<file path="src/rtl/fecfg_pkg.sv">
package fecfg_pkg;

  typedef enum logic [1:0] {
    ST_IDLE   = 2'd0,
    ST_WFETCH = 2'd1,
    ST_WSHIFT = 2'd2,
    ST_RSEND  = 2'd3
  } fecfg_state_e;

  localparam logic     MODE_READBACK = 1'b1;
  localparam int       RB_HDR_LEN    = 5;
  localparam logic [RB_HDR_LEN-1:0] RB_HEADER = 5'b11101;
  localparam int       NUM_LANES     = 2;

endpackage

</file>
<file path="src/rtl/fecfg_phase.sv">
module fecfg_phase #(
  parameter int SLOT      = 8,
  parameter int HIGH_FROM = 5,
  localparam int PH_W     = $clog2(SLOT)
) (
  input  logic            clk,
  input  logic            rst_n,
  input  logic            clr,
  input  logic            adv,
  output logic [PH_W-1:0] ph,
  output logic            ph_last,
  output logic            ph_high
);

  logic [PH_W-1:0] ph_q;

  always_ff @(posedge clk) begin
    if (!rst_n) begin
      ph_q <= '0;
    end else if (clr) begin
      ph_q <= '0;
    end else if (adv) begin
      ph_q <= (ph_q == PH_W'(SLOT - 1)) ? '0 : ph_q + PH_W'(1);
    end
  end

  assign ph      = ph_q;
  assign ph_last = (ph_q == PH_W'(SLOT - 1));
  assign ph_high = (ph_q >= PH_W'(HIGH_FROM));

endmodule

</file>
<file path="src/rtl/fecfg_fe_merge.sv">
module fecfg_fe_merge #(
  parameter int NUM_FE = 16
) (
  input  logic              clk,
  input  logic              rst_n,
  input  logic              load_mask,
  input  logic [NUM_FE-1:0] mask_in,
  input  logic              sample_en,
  input  logic [NUM_FE-1:0] fe_din,
  output logic              sampled
);

  logic [NUM_FE-1:0] mask_q;
  logic [NUM_FE-1:0] gated;
  logic              smp_q;

  for (genvar gi = 0; gi < NUM_FE; gi++) begin : g_gate
    assign gated[gi] = fe_din[gi] & mask_q[gi];
  end

  always_ff @(posedge clk) begin
    if (!rst_n) begin
      mask_q <= '0;
      smp_q  <= 1'b0;
    end else if (load_mask) begin
      mask_q <= mask_in;
      smp_q  <= 1'b0;
    end else if (sample_en) begin
      smp_q  <= |gated;
    end
  end

  assign sampled = smp_q;

  AST_MASKED_SILENT: assert property (@(posedge clk) disable iff (!rst_n)
    (sample_en && !load_mask && (mask_q == '0)) |=> !sampled);

endmodule

</file>
<file path="src/rtl/fecfg_lane_drv.sv">
module fecfg_lane_drv #(
  parameter int                      SLOT     = 8,
  parameter int                      HDR_LEN  = 5,
  parameter logic [HDR_LEN-1:0]      HDR      = 5'b11101,
  parameter int                      LANES    = 2,
  localparam int                     PH_W     = $clog2(SLOT),
  localparam int                     PH_SPAN  = 1 << PH_W
) (
  input  logic             active,
  input  logic             hdr_phase,
  input  logic [PH_W-1:0]  ph,
  input  logic             data_bit,
  output logic [LANES-1:0] lanes
);

  logic [PH_SPAN-1:0] hdr_by_ph;
  logic               lane_bit;

  for (genvar gp = 0; gp < PH_SPAN; gp++) begin : g_hdr
    if (gp < HDR_LEN) begin : g_in
      assign hdr_by_ph[gp] = HDR[HDR_LEN-1-gp];
    end else begin : g_pad
      assign hdr_by_ph[gp] = 1'b0;
    end
  end

  assign lane_bit = active & (hdr_phase ? hdr_by_ph[ph] : data_bit);

  for (genvar gl = 0; gl < LANES; gl++) begin : g_lane
    assign lanes[gl] = lane_bit;
  end

endmodule

</file>
<file path="src/rtl/fe_cfg_bridge.sv">
module fe_cfg_bridge
  import fecfg_pkg::*;
#(
  parameter int NUM_FE = 16,
  parameter int CTRL_W = 3,
  parameter int DATA_W = 13,
  parameter int SLOT   = 8,
  localparam int PH_W   = $clog2(SLOT),
  localparam int CB_W   = CTRL_W + PH_W,
  localparam int CNT_W  = ((DATA_W > CB_W) ? DATA_W : CB_W) + 1
) (
  input  logic              clk,
  input  logic              rst_n,
  input  logic              start,
  input  logic              mode,
  input  logic [CTRL_W-1:0] ctrl_cnt,
  input  logic [DATA_W-1:0] data_cnt,
  input  logic [NUM_FE-1:0] fe_enable,
  input  logic              wr_valid,
  input  logic              wr_bit,
  output logic              wr_ready,
  output logic              fe_sclk,
  output logic              fe_dout,
  output logic              fe_load,
  input  logic [NUM_FE-1:0] fe_din,
  output logic              rb_valid,
  output logic              rb_lane0,
  output logic              rb_lane1,
  output logic              busy,
  output logic              done
);

  fecfg_state_e    state_q;
  logic [CNT_W-1:0] idx_q, tot_q, ctrl_bits_q, slot_q;
  logic             dout_q, load_q, done_q;

  logic [PH_W-1:0]  ph;
  logic             ph_last, ph_high, ph_clr, ph_adv;
  logic             start_ok, accept, idx_last, at_sample_ph;
  logic             wr_active, sample_en, hdr_phase, sampled;
  logic [CNT_W-1:0] wr_ctrl_bits, wr_total, idx_inc;
  logic [NUM_LANES-1:0] lanes;

  assign start_ok     = start && (state_q == ST_IDLE);
  assign wr_ctrl_bits = CNT_W'(ctrl_cnt) * CNT_W'(SLOT);
  assign wr_total     = wr_ctrl_bits + CNT_W'(data_cnt);
  assign idx_inc      = idx_q + CNT_W'(1);
  assign idx_last     = (idx_q == tot_q - CNT_W'(1));
  assign at_sample_ph = (ph == PH_W'(RB_HDR_LEN - 1));
  assign wr_active    = (state_q == ST_WFETCH) || (state_q == ST_WSHIFT);

  assign wr_ready = (state_q == ST_WFETCH) ||
                    ((state_q == ST_WSHIFT) && ph_last && !idx_last);
  assign accept   = wr_ready && wr_valid;

  assign ph_clr = accept || (start_ok && (mode == MODE_READBACK));
  assign ph_adv = (state_q == ST_WSHIFT) || (state_q == ST_RSEND);

  assign sample_en = (state_q == ST_RSEND) && at_sample_ph && (slot_q != tot_q);
  assign hdr_phase = (slot_q == '0) && (ph < PH_W'(RB_HDR_LEN));

  fecfg_phase #(.SLOT(SLOT), .HIGH_FROM(RB_HDR_LEN)) u_phase (
    .clk     (clk),
    .rst_n   (rst_n),
    .clr     (ph_clr),
    .adv     (ph_adv),
    .ph      (ph),
    .ph_last (ph_last),
    .ph_high (ph_high)
  );

  fecfg_fe_merge #(.NUM_FE(NUM_FE)) u_merge (
    .clk       (clk),
    .rst_n     (rst_n),
    .load_mask (start_ok),
    .mask_in   (fe_enable),
    .sample_en (sample_en),
    .fe_din    (fe_din),
    .sampled   (sampled)
  );

  fecfg_lane_drv #(
    .SLOT    (SLOT),
    .HDR_LEN (RB_HDR_LEN),
    .HDR     (RB_HEADER),
    .LANES   (NUM_LANES)
  ) u_lanes (
    .active    (state_q == ST_RSEND),
    .hdr_phase (hdr_phase),
    .ph        (ph),
    .data_bit  (sampled),
    .lanes     (lanes)
  );

  always_ff @(posedge clk) begin
    if (!rst_n) begin
      state_q     <= ST_IDLE;
      idx_q       <= '0;
      tot_q       <= '0;
      ctrl_bits_q <= '0;
      slot_q      <= '0;
      dout_q      <= 1'b0;
      load_q      <= 1'b0;
      done_q      <= 1'b0;
    end else begin
      done_q <= 1'b0;
      unique case (state_q)
        ST_IDLE: begin
          if (start) begin
            dout_q <= 1'b0;
            load_q <= 1'b0;
            idx_q  <= '0;
            slot_q <= '0;
            if (mode == MODE_READBACK) begin
              tot_q   <= CNT_W'(data_cnt);
              state_q <= ST_RSEND;
            end else begin
              tot_q       <= wr_total;
              ctrl_bits_q <= wr_ctrl_bits;
              if (wr_total == '0) done_q  <= 1'b1;
              else                state_q <= ST_WFETCH;
            end
          end
        end
        ST_WFETCH: begin
          if (wr_valid) begin
            dout_q  <= wr_bit;
            load_q  <= (idx_q >= ctrl_bits_q);
            state_q <= ST_WSHIFT;
          end
        end
        ST_WSHIFT: begin
          if (ph_last) begin
            if (idx_last) begin
              state_q <= ST_IDLE;
              done_q  <= 1'b1;
            end else begin
              idx_q <= idx_inc;
              if (wr_valid) begin
                dout_q <= wr_bit;
                load_q <= (idx_inc >= ctrl_bits_q);
              end else begin
                state_q <= ST_WFETCH;
              end
            end
          end
        end
        ST_RSEND: begin
          if (ph_last) slot_q <= slot_q + CNT_W'(1);
          if (at_sample_ph && (slot_q == tot_q)) begin
            state_q <= ST_IDLE;
            done_q  <= 1'b1;
          end
        end
        default: state_q <= ST_IDLE;
      endcase
    end
  end

  assign fe_dout  = dout_q & wr_active;
  assign fe_load  = load_q & wr_active;
  assign fe_sclk  = ph_adv & ph_high;
  assign rb_valid = (state_q == ST_RSEND);
  assign rb_lane0 = lanes[0];
  assign rb_lane1 = lanes[NUM_LANES-1];
  assign busy     = (state_q != ST_IDLE);
  assign done     = done_q;

  AST_BIT_HELD: assert property (@(posedge clk) disable iff (!rst_n)
    ((state_q == ST_WSHIFT) && ($past(state_q) == ST_WSHIFT) && !$past(accept))
      |-> ($stable(fe_dout) && $stable(fe_load)));

  AST_LOAD_NO_FALL: assert property (@(posedge clk) disable iff (!rst_n)
    ($past(wr_active) && wr_active && $past(fe_load)) |-> fe_load);

  AST_HDR_LEADS: assert property (@(posedge clk) disable iff (!rst_n)
    $rose(rb_valid) |-> rb_lane0);

  AST_LANES_QUIET: assert property (@(posedge clk) disable iff (!rst_n)
    !rb_valid |-> (!rb_lane0 && !rb_lane1));

  AST_READY_IN_WRITE: assert property (@(posedge clk) disable iff (!rst_n)
    wr_ready |-> (busy && !rb_valid));

  AST_DONE_ON_END: assert property (@(posedge clk) disable iff (!rst_n)
    $fell(busy) |-> done);

  AST_SCLK_IDLE_LOW: assert property (@(posedge clk) disable iff (!rst_n)
    !busy |-> !fe_sclk);

endmodule

</file>
<file path="config.mk">
export PLATFORM = sky130hd
export DESIGN_NAME = fe_cfg_bridge
export DESIGN_NICKNAME = d
export VERILOG_FILES = /design/src/rtl/fecfg_pkg.sv /design/src/rtl/fecfg_phase.sv /design/src/rtl/fecfg_fe_merge.sv /design/src/rtl/fecfg_lane_drv.sv /design/src/rtl/fe_cfg_bridge.sv
export SDC_FILE = /design/constraint.sdc
export NUM_CORES = 1
export LEC_CHECK = 0
export BUFFER_PORTS_ARGS = -buffer_cell sky130_fd_sc_hd__buf_2
export CORE_MARGIN = 1.5
export CORE_UTILIZATION = 59
export DETAILED_ROUTE_END_ITERATION = 8
export PLACE_DENSITY = 0.88
export SETUP_SLACK_MARGIN = 0.3
export SLEW_MARGIN = 0
export SYNTH_ARGS = -nofsm -noshare
export SYNTH_HDL_FRONTEND = slang
export SYNTH_HIERARCHICAL = 1
export SYNTH_SLANG_ARGS = --single-unit
</file>
<file path="constraint.sdc">
create_clock -name clk -period 5.1 [get_ports clk]
set_input_delay 0.765 -clock clk [delete_from_list [all_inputs] [get_ports clk]]
set_output_delay 0.765 -clock clk [all_outputs]
set_load 0.005 [all_outputs]
</file>
==> impl_metrics.toml <==
[drt]
route.vias.total = 4421
drt_wl_total_mm = 11.2
final_antenna_net_count = 0
route.detailed.drc = 0
drt_iter0_markers = 360
routed_via_density = 6.10
drt-wirelength-per-cell_microns = 15.5
drtPass1Iterations = 5

[layout]
areaGrowthSynthToFinish_pct = 9.42
num-fill-cells = 643
post_layout_util_pct = 67.2
finalNetCount = 695
post-route-cell-area_sq_mm = 0.00522
diodes = 0
drive_gt1_share_pct = 16.1

[placed_design]
placement.cell_area_sq_mm = 0.00502
place.gp.congestion = 0.956
buffer_ports.inserted = 62
place.detailed.hpwl_mm = 8.34

[timing]
timing_max_transition_violations_final = 0
setup_violations = 0
worst_slew_margin_pct = 16.0
tightest_slew_ns = 1.25
final_hold_violation_count = 0
max_freq_ghz = 0.240
worst_clock_skew_ns = 0.0105
final.period_utilization_pct = 81.7
layout_min_cycle_time_ns = 4.16
final.setup.tns_ns = 0
rsz_0062_raised_after_global_routing = "no"

[power]
static-leakage-power_nw = 2.00
internal_power_mw = 1.17
power.combinational.fraction_pct = 38.6
total_switching_power_mw = 0.718
clock_network_fraction_of_design_power_pct = 23.9
switching_share_pct = 38.1
pwr-share-seq_pct = 37.4
power_per_cell_area_mw_per_mm2 = 361
vdd.ir_drop.worst_uv = 151
finalPower_mw = 1.89

[yosys]
seq_area_frac_synth_pct = 29.4
synth_top_area_share_pct = 29.4
number_of_synthesized_flops_with_an_enable_pin = 0
average_cell_area_after_synthesis_sq_um = 8.14
ys_top_cells_by_area = "dfxtp_1 29%, xnor2_1 7.3%, ha_1 5.8%, mux2i_1 4.6%, nor2_1 4.0%"
mappedNetlistNets = 663
synthesis.instances = 586
synth_seq_cells = 70
synthArstFlopShare_pct = 0
yosys_top_cell_by_area = "dfxtp_1"
ys_dominant_reg_cell = "dfxtp_1"
mappedNetlistArea_sq_mm = 0.00477
yosysWarnings = 6
post_synth_num_cell_types = 72

[critical_path]
r2r_setup_slack_ns = 1.14
cp-endpoint = "wr_ready"
critical_path.max_fanout = 9
worst_ep_required_time_ns = 4.34
r2r-start = "tot_q[0]"
setup.worst_path.end_class = "primary output"
worstSetupPathType = "reg2out"
rr_endpoint = "state_q[0]"
worst_setup_path_start_kind = "flip-flop"
critical_path.startpoint = "tot_q[0]"
r2r.worst_path.cells = 9
cp.arrival_ns = 3.40

[run]
cap_violations = 0

[global_routing]
antenna_found_initial = 0
largest_net_degree_at_the_start_of_global_routing = 27
first_global_vias = 4205
grt_first_pass_wirelength_mm = 18.8
grt_overflow = 0
globalRouteTotalUtil_pct = 27.1

[clock_tree]
clkTransAtPathRegs_ns = 0.07
number_of_clock_sinks = 70
cts_resized = 0
postCtsHoldBufs = 0
tritoncts = "built"
cts-root-buf = "clkbuf_8"
cts.repair_timing.setup_buffer_count = 0
htreeDepth = 3
clock_path_buffers = 2
clock_latency_ns = 0.36
numCtsBuffers = 9

[die]
io_pins = 63
floorplan_core_area_sq_mm = 0.00777
floorplan_row_count = 32
die_height_microns = 92.9
initial_core_util_pct = 61.4
die_width_microns = 92.9
die-area_sq_mm = 0.00863

[status]
run_status = "finished, final reports clean"

[worst_hold_path]
hold_path_class = "reg2reg"
flip-flops by register name, summed over array words and instances (netlist names):
register and flops:
done 1, dout_q 1, u_merge/mask_q 16, idx_q 14, u_phase/ph 3, ctrl_bits_q 3
state_q 2, slot_q 14, u_merge/sampled 1, load_q 1, tot_q 14
through the flow:
step                      setup slack, ns  instances  hold slack, ns
final                               0.936        725           0.460
after global placement               1.24        709           0.442
after floorplan                      1.46        586           0.430
after global routing                0.795        725           0.506
after CTS                           0.958        725           0.463
after detailed placement             1.17        709           0.453
routing by layer:
metal | global-route usage (%) | up-vias | wire length [microns]
li1 | - | 2164 | -
met1 | 32.9 | 2048 | 4930
met2 | 45.3 | 177 | 5210
met3 | 5.83 | 32 | 771
met4 | 12.9 | 0 | 311
met5 | 0 | - | 0
worst min-delay path by stage:
stage,slack [ns],startpoint,cells after the start,end
final,0.46,load_q,2,load_q
after global routing,0.51,load_q,2,load_q
after CTS,0.46,load_q,2,load_q
after detailed placement,0.45,load_q,2,load_q
after global placement,0.44,load_q,2,load_q
after floorplan,0.43,load_q,2,load_q
area by class of cell:
class | instances | area, sq um | share of cell area [%]
clock buffers | 10 | 138 | 2.64
clock inverters | 6 | 61.3 | 1.17
inverters | 24 | 90.1 | 1.73
multi-input cells | 449 | 3080 | 58.9
flip-flops and latches | 70 | 1400 | 26.9
well taps | 102 | 128 | 2.45
repair buffers | 64 | 325 | 6.23
power by group through the flow:
stage	clock [mW]	sequential, mW	combinational [mW]
after floorplan	0	0.660	0.632
after global routing	0.481	0.717	0.805
final	0.451	0.706	0.728
after global placement	0	0.707	0.695
after CTS	0.459	0.703	0.721
after detailed placement	0	0.715	0.716
cell families after synthesis:
family	count (synthesis)	synth area share, %
AOI/OAI and AO/OA	114	16.7
xor gates and xnor gates	60	11.0
adders and majority gates	24	6.43
buffers and inverters	67	6.14
DFF	70	29.4
muxes	24	5.09
and+or+nand+nor	227	25.2
cell usage after synthesis, types with 4 or more instances:
| library cell | instances |
|---|---|
| or3_1 | 8 |
| mux2i_1 | 22 |
| xnor2_1 | 40 |
| a22oi_1 | 7 |
| dfxtp_1 | 70 |
| nand4_1 | 12 |
| nor2b_1 | 20 |
| clkbuf_1 | 29 |
| buf_1 | 5 |
| ha_1 | 22 |
| a211oi_1 | 13 |
| o21ai_0 | 21 |
| o211ai_1 | 5 |
| o22ai_1 | 4 |
| nor2_1 | 51 |
| nor3_1 | 13 |
| a21oi_1 | 16 |
| xor2_1 | 20 |
| and3_1 | 8 |
| nand2_1 | 46 |
| inv_1 | 24 |
| or2_2 | 6 |
| a31oi_1 | 9 |
| nor4_1 | 9 |
| buf_6 | 4 |
| nand3_1 | 27 |
cells in the final DEF, fill, tap and decap left out, types with 8 or more instances in the layout:
cell type  count
mux2i_1       22
o21ai_0       21
clkbuf_8      10
xnor2_1       40
nor2b_1       20
nand2_1       46
or3_1          8
and3_1         8
nand3_1       27
a211oi_1      13
nor3_1        13
a21oi_1       16
inv_1         24
dfxtp_1       70
nor4_1         9
xor2_1        20
buf_2         62
a31oi_1        9
nand4_1       12
nor2_1        51
ha_1          22
worst max-delay path: stages (launching register included):
cell	delay [ns]
dfxtp_1	0.39
inv_1	0.09
ha_1	0.27
or4b_1	0.57
nor2_1	0.15
mux2_2	0.34
or4_4	0.54
nor4_1	0.38
o21ai_0	0.17
buf_2	0.16
Note: power is estimated with default switching activity, not from simulation.
